--- src/rtl/vtg_pkg.sv ---
package vtg_pkg;
  localparam int CW = 40;

  typedef enum logic [1:0] {HR_SYNC, HR_BACK, HR_ACT, HR_FRONT} hreg_e;
  typedef enum logic [1:0] {VR_SYNC, VR_BACK, VR_ACT, VR_FRONT} vreg_e;

  // position against three cumulative end points; empty regions fall through
  function automatic logic [1:0] region_of(input logic [CW-1:0] pos,
                                           input logic [CW-1:0] end0,
                                           input logic [CW-1:0] end1,
                                           input logic [CW-1:0] end2);
    if (pos < end0)      return 2'd0;
    else if (pos < end1) return 2'd1;
    else if (pos < end2) return 2'd2;
    else                 return 2'd3;
  endfunction

  function automatic logic is_burst(input logic [1:0] md);
    return md[1];
  endfunction

  // en: [0] vsync [1] vback [2] vfront [3] vactive [4] hback [5] hfront
  function automatic logic lp_gate(input logic [1:0] vr, input logic [1:0] hr,
                                   input logic [5:0] en);
    logic not_sync;
    not_sync = (hr != HR_SYNC);
    case (vr)
      VR_SYNC:  return en[0] & not_sync;
      VR_BACK:  return en[1] & not_sync;
      VR_FRONT: return en[2] & not_sync;
      default:  return en[3] & (((hr == HR_BACK) & en[4]) | ((hr == HR_FRONT) & en[5]));
    endcase
  endfunction
endpackage

--- src/rtl/vtg_cfg_hold.sv ---
module vtg_cfg_hold #(
  parameter int HT_W = 16,
  parameter int LT_W = 32,
  parameter int VB_W = 10,
  parameter int VA_W = 16,
  parameter int PK_W = 16,
  parameter int CK_W = 16,
  parameter int NL_W = 10
) (
  input  logic              clk,
  input  logic              rst_n,
  input  logic              load,
  input  logic [1:0]        mode_d,
  input  logic [HT_W-1:0]   hsa_d,
  input  logic [HT_W-1:0]   hbp_d,
  input  logic [LT_W-1:0]   line_d,
  input  logic [3*VB_W-1:0] vblank_d,
  input  logic [VA_W-1:0]   vact_d,
  input  logic [5:0]        lp_d,
  input  logic [PK_W-1:0]   pkt_d,
  input  logic [CK_W-1:0]   chunk_d,
  input  logic [NL_W-1:0]   null_d,
  output logic [1:0]        mode_q,
  output logic [HT_W-1:0]   hsa_q,
  output logic [HT_W-1:0]   hbp_q,
  output logic [LT_W-1:0]   line_q,
  output logic [3*VB_W-1:0] vblank_q,
  output logic [VA_W-1:0]   vact_q,
  output logic [5:0]        lp_q,
  output logic [PK_W-1:0]   pkt_q,
  output logic [CK_W-1:0]   chunk_q,
  output logic [NL_W-1:0]   null_q
);
  always_ff @(posedge clk or negedge rst_n) begin
    if (!rst_n) begin
      mode_q <= '0; hsa_q <= '0; hbp_q <= '0; line_q <= '0;
      vblank_q <= '0; vact_q <= '0; lp_q <= '0; pkt_q <= '0;
      chunk_q <= '0; null_q <= '0;
    end else if (load) begin
      mode_q <= mode_d; hsa_q <= hsa_d; hbp_q <= hbp_d; line_q <= line_d;
      vblank_q <= vblank_d; vact_q <= vact_d; lp_q <= lp_d; pkt_q <= pkt_d;
      chunk_q <= chunk_d; null_q <= null_d;
    end
  end
endmodule

--- src/rtl/vtg_wrap_ctr.sv ---
module vtg_wrap_ctr #(
  parameter int W = 32
) (
  input  logic         clk,
  input  logic         rst_n,
  input  logic         en,
  input  logic         step,
  input  logic [W-1:0] limit,
  output logic [W-1:0] cnt,
  output logic         last
);
  assign last = (limit <= W'(1)) || (cnt >= limit - W'(1));

  always_ff @(posedge clk or negedge rst_n) begin
    if (!rst_n)     cnt <= '0;
    else if (!en)   cnt <= '0;
    else if (step)  cnt <= last ? '0 : cnt + W'(1);
  end
endmodule

--- src/rtl/vtg_chunk_slot.sv ---
module vtg_chunk_slot #(
  parameter int PK_W = 16,
  parameter int NL_W = 10
) (
  input  logic            clk,
  input  logic            rst_n,
  input  logic            in_act,
  input  logic            line_end,
  input  logic [PK_W-1:0] pkt,
  input  logic [NL_W-1:0] nul,
  output logic            slot_first,
  output logic            slot_null
);
  localparam int SW = PK_W + 1;
  logic [SW-1:0] slot, slot_len;

  assign slot_len = SW'(pkt) + SW'(nul);

  always_ff @(posedge clk or negedge rst_n) begin
    if (!rst_n) slot <= '0;
    else if (!in_act || line_end || (slot + SW'(1)) >= slot_len) slot <= '0;
    else slot <= slot + SW'(1);
  end

  assign slot_first = in_act && (slot == '0);
  assign slot_null  = in_act && (nul != '0) && (slot == SW'(pkt));
endmodule

--- src/rtl/dsi_vid_timing.sv ---
module dsi_vid_timing
  import vtg_pkg::*;
#(
  parameter int HT_W = 16,
  parameter int LT_W = 32,
  parameter int VB_W = 10,
  parameter int VA_W = 16,
  parameter int PK_W = 16,
  parameter int CK_W = 16,
  parameter int NL_W = 10
) (
  input  logic              clk,
  input  logic              rst_n,
  input  logic              run,
  input  logic [1:0]        mode,
  input  logic [HT_W-1:0]   hsa_cyc,
  input  logic [HT_W-1:0]   hbp_cyc,
  input  logic [LT_W-1:0]   line_cyc,
  input  logic [3*VB_W-1:0] vblank_cfg,
  input  logic [VA_W-1:0]   vact_lines,
  input  logic [5:0]        lp_en,
  input  logic [PK_W-1:0]   pkt_size,
  input  logic [CK_W-1:0]   chunk_num,
  input  logic [NL_W-1:0]   null_size,
  output logic [1:0]        h_region,
  output logic [1:0]        v_region,
  output logic              lp_ok,
  output logic              line_start,
  output logic              frame_start,
  output logic              chunk_req,
  output logic              null_req
);
  localparam int FW = ((VA_W > VB_W) ? VA_W : VB_W) + 2;

  logic              running;
  logic              cfg_load;
  logic [1:0]        mode_q;
  logic [HT_W-1:0]   hsa_q, hbp_q;
  logic [LT_W-1:0]   line_q;
  logic [3*VB_W-1:0] vblank_q;
  logic [VA_W-1:0]   vact_q;
  logic [5:0]        lp_q;
  logic [PK_W-1:0]   pkt_q;
  logic [CK_W-1:0]   chunk_q;
  logic [NL_W-1:0]   null_q;

  // named internal events
  logic [LT_W-1:0] hcnt;
  logic [FW-1:0]   vidx, frame_lines;
  logic            h_last, v_last, frame_wrap;
  logic [CK_W-1:0] eff_chunks;
  logic [NL_W-1:0] eff_null;
  logic [CW-1:0]   sync_end, back_end, act_end, act_len;
  logic [VB_W-1:0] vsa_n, vbp_n, vfp_n;
  logic            slot_first, slot_null;
  logic            in_act, v_act;

  always_ff @(posedge clk or negedge rst_n) begin
    if (!rst_n) running <= 1'b0;
    else        running <= run;
  end

  assign frame_wrap = running && h_last && v_last;
  assign cfg_load   = !running || frame_wrap;

  vtg_cfg_hold #(.HT_W(HT_W), .LT_W(LT_W), .VB_W(VB_W), .VA_W(VA_W),
                 .PK_W(PK_W), .CK_W(CK_W), .NL_W(NL_W)) u_cfg (
    .clk(clk), .rst_n(rst_n), .load(cfg_load),
    .mode_d(mode), .hsa_d(hsa_cyc), .hbp_d(hbp_cyc), .line_d(line_cyc),
    .vblank_d(vblank_cfg), .vact_d(vact_lines), .lp_d(lp_en), .pkt_d(pkt_size),
    .chunk_d(chunk_num), .null_d(null_size),
    .mode_q(mode_q), .hsa_q(hsa_q), .hbp_q(hbp_q), .line_q(line_q),
    .vblank_q(vblank_q), .vact_q(vact_q), .lp_q(lp_q), .pkt_q(pkt_q),
    .chunk_q(chunk_q), .null_q(null_q)
  );

  assign vfp_n = vblank_q[VB_W-1:0];
  assign vbp_n = vblank_q[2*VB_W-1:VB_W];
  assign vsa_n = vblank_q[3*VB_W-1:2*VB_W];
  assign frame_lines = FW'(vsa_n) + FW'(vbp_n) + FW'(vact_q) + FW'(vfp_n);

  assign eff_chunks = (is_burst(mode_q) || chunk_q == '0) ? CK_W'(1) : chunk_q;
  assign eff_null   = is_burst(mode_q) ? '0 : null_q;
  assign act_len    = CW'(eff_chunks) * (CW'(pkt_q) + CW'(eff_null));
  assign sync_end   = CW'(hsa_q);
  assign back_end   = sync_end + CW'(hbp_q);
  assign act_end    = back_end + act_len;

  vtg_wrap_ctr #(.W(LT_W)) u_hctr (
    .clk(clk), .rst_n(rst_n), .en(running), .step(1'b1),
    .limit(line_q), .cnt(hcnt), .last(h_last)
  );

  vtg_wrap_ctr #(.W(FW)) u_vctr (
    .clk(clk), .rst_n(rst_n), .en(running), .step(h_last),
    .limit(frame_lines), .cnt(vidx), .last(v_last)
  );

  assign h_region = region_of(CW'(hcnt), sync_end, back_end, act_end);
  assign v_region = region_of(CW'(vidx), CW'(vsa_n), CW'(vsa_n) + CW'(vbp_n),
                              CW'(vsa_n) + CW'(vbp_n) + CW'(vact_q));
  assign in_act = (h_region == HR_ACT);
  assign v_act  = (v_region == VR_ACT);

  vtg_chunk_slot #(.PK_W(PK_W), .NL_W(NL_W)) u_slot (
    .clk(clk), .rst_n(rst_n), .in_act(in_act), .line_end(h_last),
    .pkt(pkt_q), .nul(eff_null), .slot_first(slot_first), .slot_null(slot_null)
  );

  assign line_start  = running && (hcnt == '0);
  assign frame_start = line_start && (vidx == '0);
  assign chunk_req   = running && v_act && slot_first;
  assign null_req    = running && v_act && slot_null;
  assign lp_ok       = running && lp_gate(v_region, h_region, lp_q);
endmodule

--- config.mk ---
export PLATFORM = sky130hd
export DESIGN_NAME = dsi_vid_timing
export DESIGN_NICKNAME = d
export VERILOG_FILES = /design/src/rtl/vtg_pkg.sv /design/src/rtl/vtg_cfg_hold.sv /design/src/rtl/vtg_wrap_ctr.sv /design/src/rtl/vtg_chunk_slot.sv /design/src/rtl/dsi_vid_timing.sv
export SDC_FILE = /design/constraint.sdc
export NUM_CORES = 1
export LEC_CHECK = 0
export ABC_CLOCK_PERIOD_IN_PS = 12200
export BUFFER_PORTS_ARGS = -buffer_cell sky130_fd_sc_hd__buf_2
export CORE_MARGIN = 2
export CORE_UTILIZATION = 35
export CTS_CLUSTER_DIAMETER = 100
export DETAILED_ROUTE_END_ITERATION = 8
export PLACE_DENSITY_LB_ADDON = 0.1
export SLEW_MARGIN = 20
export SYNTH_ARGS = -nofsm -noshare
export SYNTH_HDL_FRONTEND = slang
export SYNTH_SLANG_ARGS = --single-unit
--- constraint.sdc ---
create_clock -name clk -period 12.2 [get_ports clk]
set_input_delay 1.22 -clock clk [delete_from_list [all_inputs] [get_ports clk]]
set_output_delay 1.22 -clock clk [all_outputs]
set_load 0.03 [all_outputs]
==> metrics.txt, run 1 <==
status=complete, no violations; Layout Cells excl Fill=4258; top cell type's share of synthesized area=20.4%; Die Area=81700 um2; Top cell by count, worst path=buf_4; DIE HEIGHT=286 um; DR DRC count=0; async set-reset flop share out of synthesis=100%; instance area after placement=30200 um2; Main synth FF type=dfrtp_1; most common cell after layout, fill and taps aside=inv_1; final WL=~81000 um; met2 GRT Util=between 30% and 40%; Yosys warnings=0; Post-Syn Nets=between 3k and 4k; share of cells above drive strength 1=19.1%; Initial Utilization=35.3%; P&R area growth vs syn=15.5%; crit end category=output port; Synth Register Bits=227; largest net degree at the start of global routing=108; Most Crowded Layer GR=met2; Final Cell Area=approximately 32000 um2; worst relative slew slack=31.8%; slowest stage delay, CP=0.51 ns; final hold vios=0; layout net count=about 3.9k; type of the worst setup path=flip-flop to output port; CTS tree=built; GR Overflow Total=0; Slew Viols, Final=0; DR vias/cell=5.05; clock skew=between 0.03 and 0.04 ns; slowest library cell on the worst path=fa_1; initial antenna violation count=2; DP HPWL=66100 um; router iterations before antenna repair=7; met1 Track Usage GR=28.3%; EDFF count, synth=0; clock latency on the worst-skew pair=0.62 ns; minimum clock period=11.74 ns; Critical Path RT=10.98 ns; clock root cell=clkbuf_16; Total Routing Usage GR=20.2%; H-Tree Depth=1; most frequent cells in the layout=417 x inv_1, 334 x ha_1, 243 x fa_1, 227 x dfrtp_1, 225 x nand2_1; area of the multi-input gates=around 20000 um2; CP max FO=5; final setup violation count=0; Post-Synthesis Cell Area=27800 um2; CTS Buf Count=31; Final GP Congestion=0.896; Sink Count=227; # IOs=between 150 and 200; Fmax=85.2 MHz; dpl cells=4170; number of max-cap violations=0; Final TNS setup=0 ns; antenna-violating nets left=0; Reg clk slew, reported paths=0.05 ns; Synth area leader=dfrtp_1; Initial DRC Count=roughly 1.0k; Worst Hold Class=flip-flop to flip-flop; vias=21.5k; WP data arrival=10.52 ns; Avg WL per Cell=19.0 um; Least-Margin Pin Slew=1.02 ns; Buffers on Ports=170; Inserted Diodes=0; fill cell count=~8k; CTS Hold Buffers Added=0; largest cells by area after synthesis=dfrtp_1 20%, fa_1 18%, ha_1 16%; core area=78700 um2; period utilization=between 90% and 100%; sequential area share after synthesis=20.4%; unrepaired setup endpoints after global routing=true; FF/Latch Area=5680 um2; clk buf depth=3; cell count after synthesis=2934; number of global-route vias before repair=between 20k and 25k; crit start category=flip-flop; Die Width=286 um; Yosys cell types=79; Avg Cell Area, Syn=about 9.5 um2; met3 usage=2.94%; Core Rows=around 100; first-pass GRT wire length=130000 um
cell usage after synthesis (all sizes together) (15+ instances only):
| cell | number |
|---|---|
| nor3 | 41 |
| a211oi | 15 |
| a31oi | 15 |
| nand3 | 69 |
| o211ai | 18 |
| xnor2 | 87 |
| and2 | 29 |
| a21o | 73 |
| nor2 | 216 |
| ha | 345 |
| nand2 | 228 |
| dfrtp | 227 |
| inv | 421 |
| xor2 | 90 |
| mux2 | 159 |
| nand2b | 37 |
| a21oi | 122 |
| o21a | 15 |
| o21ai | 81 |
| nand4 | 35 |
| fa | 250 |
| nor2b | 46 |
| nor4 | 40 |
| and3 | 40 |
| clkbuf | 59 |
| buf | 21 |
critical path: cells and delay by family (launching register included):
kind,cells,cell delay (ns)
adders and majority gates,9,3.64
AOI/OAI and AO/OA,18,3.12
buffers and inverters,12,1.40
xor gates and xnor gates,1,0.09
DFF,1,0.38
and+or+nand+nor,8,1.26
sequential cells by signal (all words and copies together), names as in the netlist, 17 cells and up:
signal          cells
u_cfg.line_q       32
u_hctr.cnt         32
u_slot.slot        17
u_cfg.vblank_q     30
u_vctr.cnt         18
cell type report:
type | instances | area share [%]
Multi-Input combinational cell | 2197 | 63.8
Sequential cell | 227 | 17.7
Timing Repair Buffer | 298 | 5.97
Inverter | 430 | 5.11
Tap cell | 1050 | 4.10
Clock buffer | 39 | 2.70
Clock inverter | 17 | 0.612
per-layer routing:
metal | part of all wire [%] | wire (um)
met2 | 45 | 36400
met1 | 47 | 38300
met5 | 0 | 0
met4 | 2.8 | 2290
met3 | 4.7 | 3810
cell families (layout without fill, tap and decap cells):
| logic type | Yosys count | in the layout | synth area share [%] |
|---|---|---|---|
| buf+inv | 510 | 784 | 7.68 |
| fa+ha+maj | 595 | 595 | 33.5 |
| simple gates | 841 | 841 | 14.9 |
| xor+xnor | 177 | 177 | 5.58 |
| flops | 227 | 227 | 20.4 |
| compound gates | 421 | 421 | 9.93 |
| mux | 163 | 163 | 7.94 |
worst paths after layout:
path                            slack (ns)            start              end  depth (start not counted)
worst max-delay path                  0.46  u_cfg.mode_q[1]            lp_ok                         48
worst min-delay path                  0.51  u_cfg.null_q[0]  u_cfg.null_q[0]                          1
worst max register to register        2.22  u_cfg.mode_q[1]   u_slot.slot[3]                         48
worst min register to register        0.51  u_cfg.null_q[0]  u_cfg.null_q[0]                          1
max in group asynchronous             9.67            rst_n  u_cfg.hbp_q[10]                          3
min in group asynchronous             0.52            rst_n  u_cfg.mode_q[1]                          1
what timing repair did:
action / in CTS / in global routing
buffers inserted: 5 / 25
gates cloned: 0 / 1
pin swaps: 8 / 74
resized for setup: 37 / 99
endpoints found under the setup margin: 4 / 4
through the flow:
| stage | utilization [%] | setup slack [ns] | hold slack, ns |
|---|---|---|---|
| 6_report | 40.7 | 0.463 | 0.506 |
| 5_1_grt | 40.7 | -0.132 | 0.510 |
| 4_1_cts | 39.9 | -0.00864 | 0.480 |
| 3_5_place_dp | 38.4 | 0.130 | 0.497 |
| 3_3_place_gp | 38.4 | 0.191 | 0.492 |
| 2_1_floorplan | - | 0.532 | 0.473 |
Power of run 1 is left out: the tool's default activity adds up to more than one toggle a clock period on the data nets, which glitch-free logic cannot reach.
==> run 2: changes to the inputs <==
ABC_CLOCK_PERIOD_IN_PS = 12800   (was 12200)
MAX_ROUTING_LAYER = met4   (was not set)
clock period = 12.8 ns   (was 12.2 ns; I/O delays follow)
==> run 2 against run 1 <==
Sequential cell count is the same. Die area unchanged. Global-route usage is 0.77 points higher. Sequential share of layout area grew 0.47 points. Register-to-register slack improved by 0.34 ns. First-iteration DRC count is 7.5% lower. Final cell count fell by 1.1%.
==> metrics.txt, run 2 (same netlist as run 1, synthesis figures left out) <==
P&R area growth vs syn=12.5%; Die Width=286 um; type of the worst setup path=flip-flop to output port; share of cells above drive strength 1=15.8%; most frequent cells in the layout=421 x inv_1, 344 x ha_1, 249 x fa_1, 228 x nand2_1, 227 x dfrtp_1; slowest library cell on the worst path=fa_1; Worst Hold Class=flip-flop to flip-flop; number of global-route vias before repair=22.6k; DR vias/cell=5.04; R2R Path End=u_slot.slot[9]; Least-Margin Pin Slew=between 1 and 1.5 ns; R2R Path Start=u_cfg.mode_q[1]; Initial Utilization=around a third; Critical Path RT=11.52 ns; layout net count=3895; CP max FO=6; crit start category=flip-flop; Avg WL per Cell=approximately 19 um; # IOs=172; Die Area=81700 um2; dpl cells=4151; final setup violation count=0; CP Launch Point=u_cfg.mode_q[1]; most common cell after layout, fill and taps aside=inv_1; clock latency on the worst-skew pair=0.61 ns; Fmax=81.8 MHz; Reg clk slew, reported paths=0.06 ns; vias=21.2k; Reg2Reg Depth=47; initial antenna violation count=1; clock skew=0.0240 ns; crit end category=output port; setup slack, reg-to-reg=2.56 ns; Core Rows=103; core area=78700 um2; final hold vios=0; Setup crit end=null_req; clock root cell=clkbuf_16; Buffers on Ports=170; Hold Path Stages=1; first-pass GRT wire length=131000 um; Layout Cells excl Fill=4211; router iterations before antenna repair=4; CTS Hold Buffers Added=0; Sink Count=227; WP data arrival=10.94 ns; largest net degree at the start of global routing=110; antenna-violating nets left=0; Initial DRC Count=949; Slew Viols, Final=0; GR Overflow Total=0; H-Tree Depth=1; post-layout util=39.7%; slowest stage delay, CP=0.58 ns; final WL=81000 um; Total Routing Usage GR=between 20% and 30%; CTS Buf Count=30; CTS tree=built; clk buf depth=3; minimum clock period=about 12 ns; status=complete, no violations; DIE HEIGHT=286 um; Top cell by count, worst path=fa_1; DR DRC count=0; worst relative slew slack=20.6%; period utilization=95.5%; Final GP Congestion=0.906; number of max-cap violations=0; DP HPWL=roughly 66000 um; Largest regs=u_cfg.line_q x32, u_hctr.cnt x32, u_cfg.vblank_q x30
[run 2: cell count changes in the layout (fill, tap and decap cells not counted), sizes merged]
cell | previous run | this run
buf | 298 | 251
inv | 426 | 423
clkinvlp | 6 | 4
diode | 0 | 2
clkinv | 11 | 17
bufinv | 4 | 1
[run 2: what timing repair did]
action,CTS,global route
endpoints found under the hold margin,0,0
setup endpoints to repair,4,4
pin swaps,0,14
setup buffers,0,3
gates resized for setup,9,48
[run 2: final cells by class]
type                       instances  area (um2)
fill                            7960       47500
multi-input combinational       2197       20100
sequential                       227        5680
inverter                         430        1620
timing repair buffer             251        1510
tap                             1050        1310
clock buffer                      39         835
clock inverter                    15         140
antenna                            2        5.00
[run 2: how the worst min path moves through the flow]
stage                                from              end  slack [ns]
final                     u_cfg.null_q[4]  u_cfg.null_q[4]        0.51
after detailed placement  u_cfg.null_q[4]  u_cfg.null_q[4]        0.48
after floorplan           u_cfg.null_q[9]  u_cfg.null_q[9]        0.47
after global routing      u_cfg.null_q[4]  u_cfg.null_q[4]        0.53
after CTS                 u_cfg.null_q[0]  u_cfg.null_q[0]        0.51
after global placement    u_cfg.null_q[0]  u_cfg.null_q[0]        0.49
[run 2: per-stage QoR]
stage	cell area (um2)	hold WS, ns	TNS (ns)	setup slack, ns
after global placement	30000	0.494	0	0.506
after global routing	31200	0.530	-0.00276	-0.00276
after floorplan	27800	0.473	0	1.07
after CTS	31000	0.507	0	0.00951
after detailed placement	30000	0.483	0	0.429
final	31300	0.508	0	0.579
[run 2: metal layers]
layer  global-route usage, %  up-vias  part of all wire (%)  wire length, um
met5                       -        -                     0                0
met4                    3.84        0                   1.8             1420
met3                    2.29       73                   3.7             2970
met2                    32.8      362                    45            36500
met1                    29.4    10500                    50            40100
li1                        -    10300                     -                -
[run 2: worst max-delay path, delay by kind of cell, from the launching register on]
family	cells	cell delay [ns]
adder cells (fa/ha/maj)	9	4.01
AND/OR/NAND/NOR	4	0.64
XOR/XNOR	1	0.17
AO/OA/AOI/OAI	18	3.81
buffers and inverters	11	1.31
flip-flops	1	0.41
Power of run 2 is left out for the same reason.
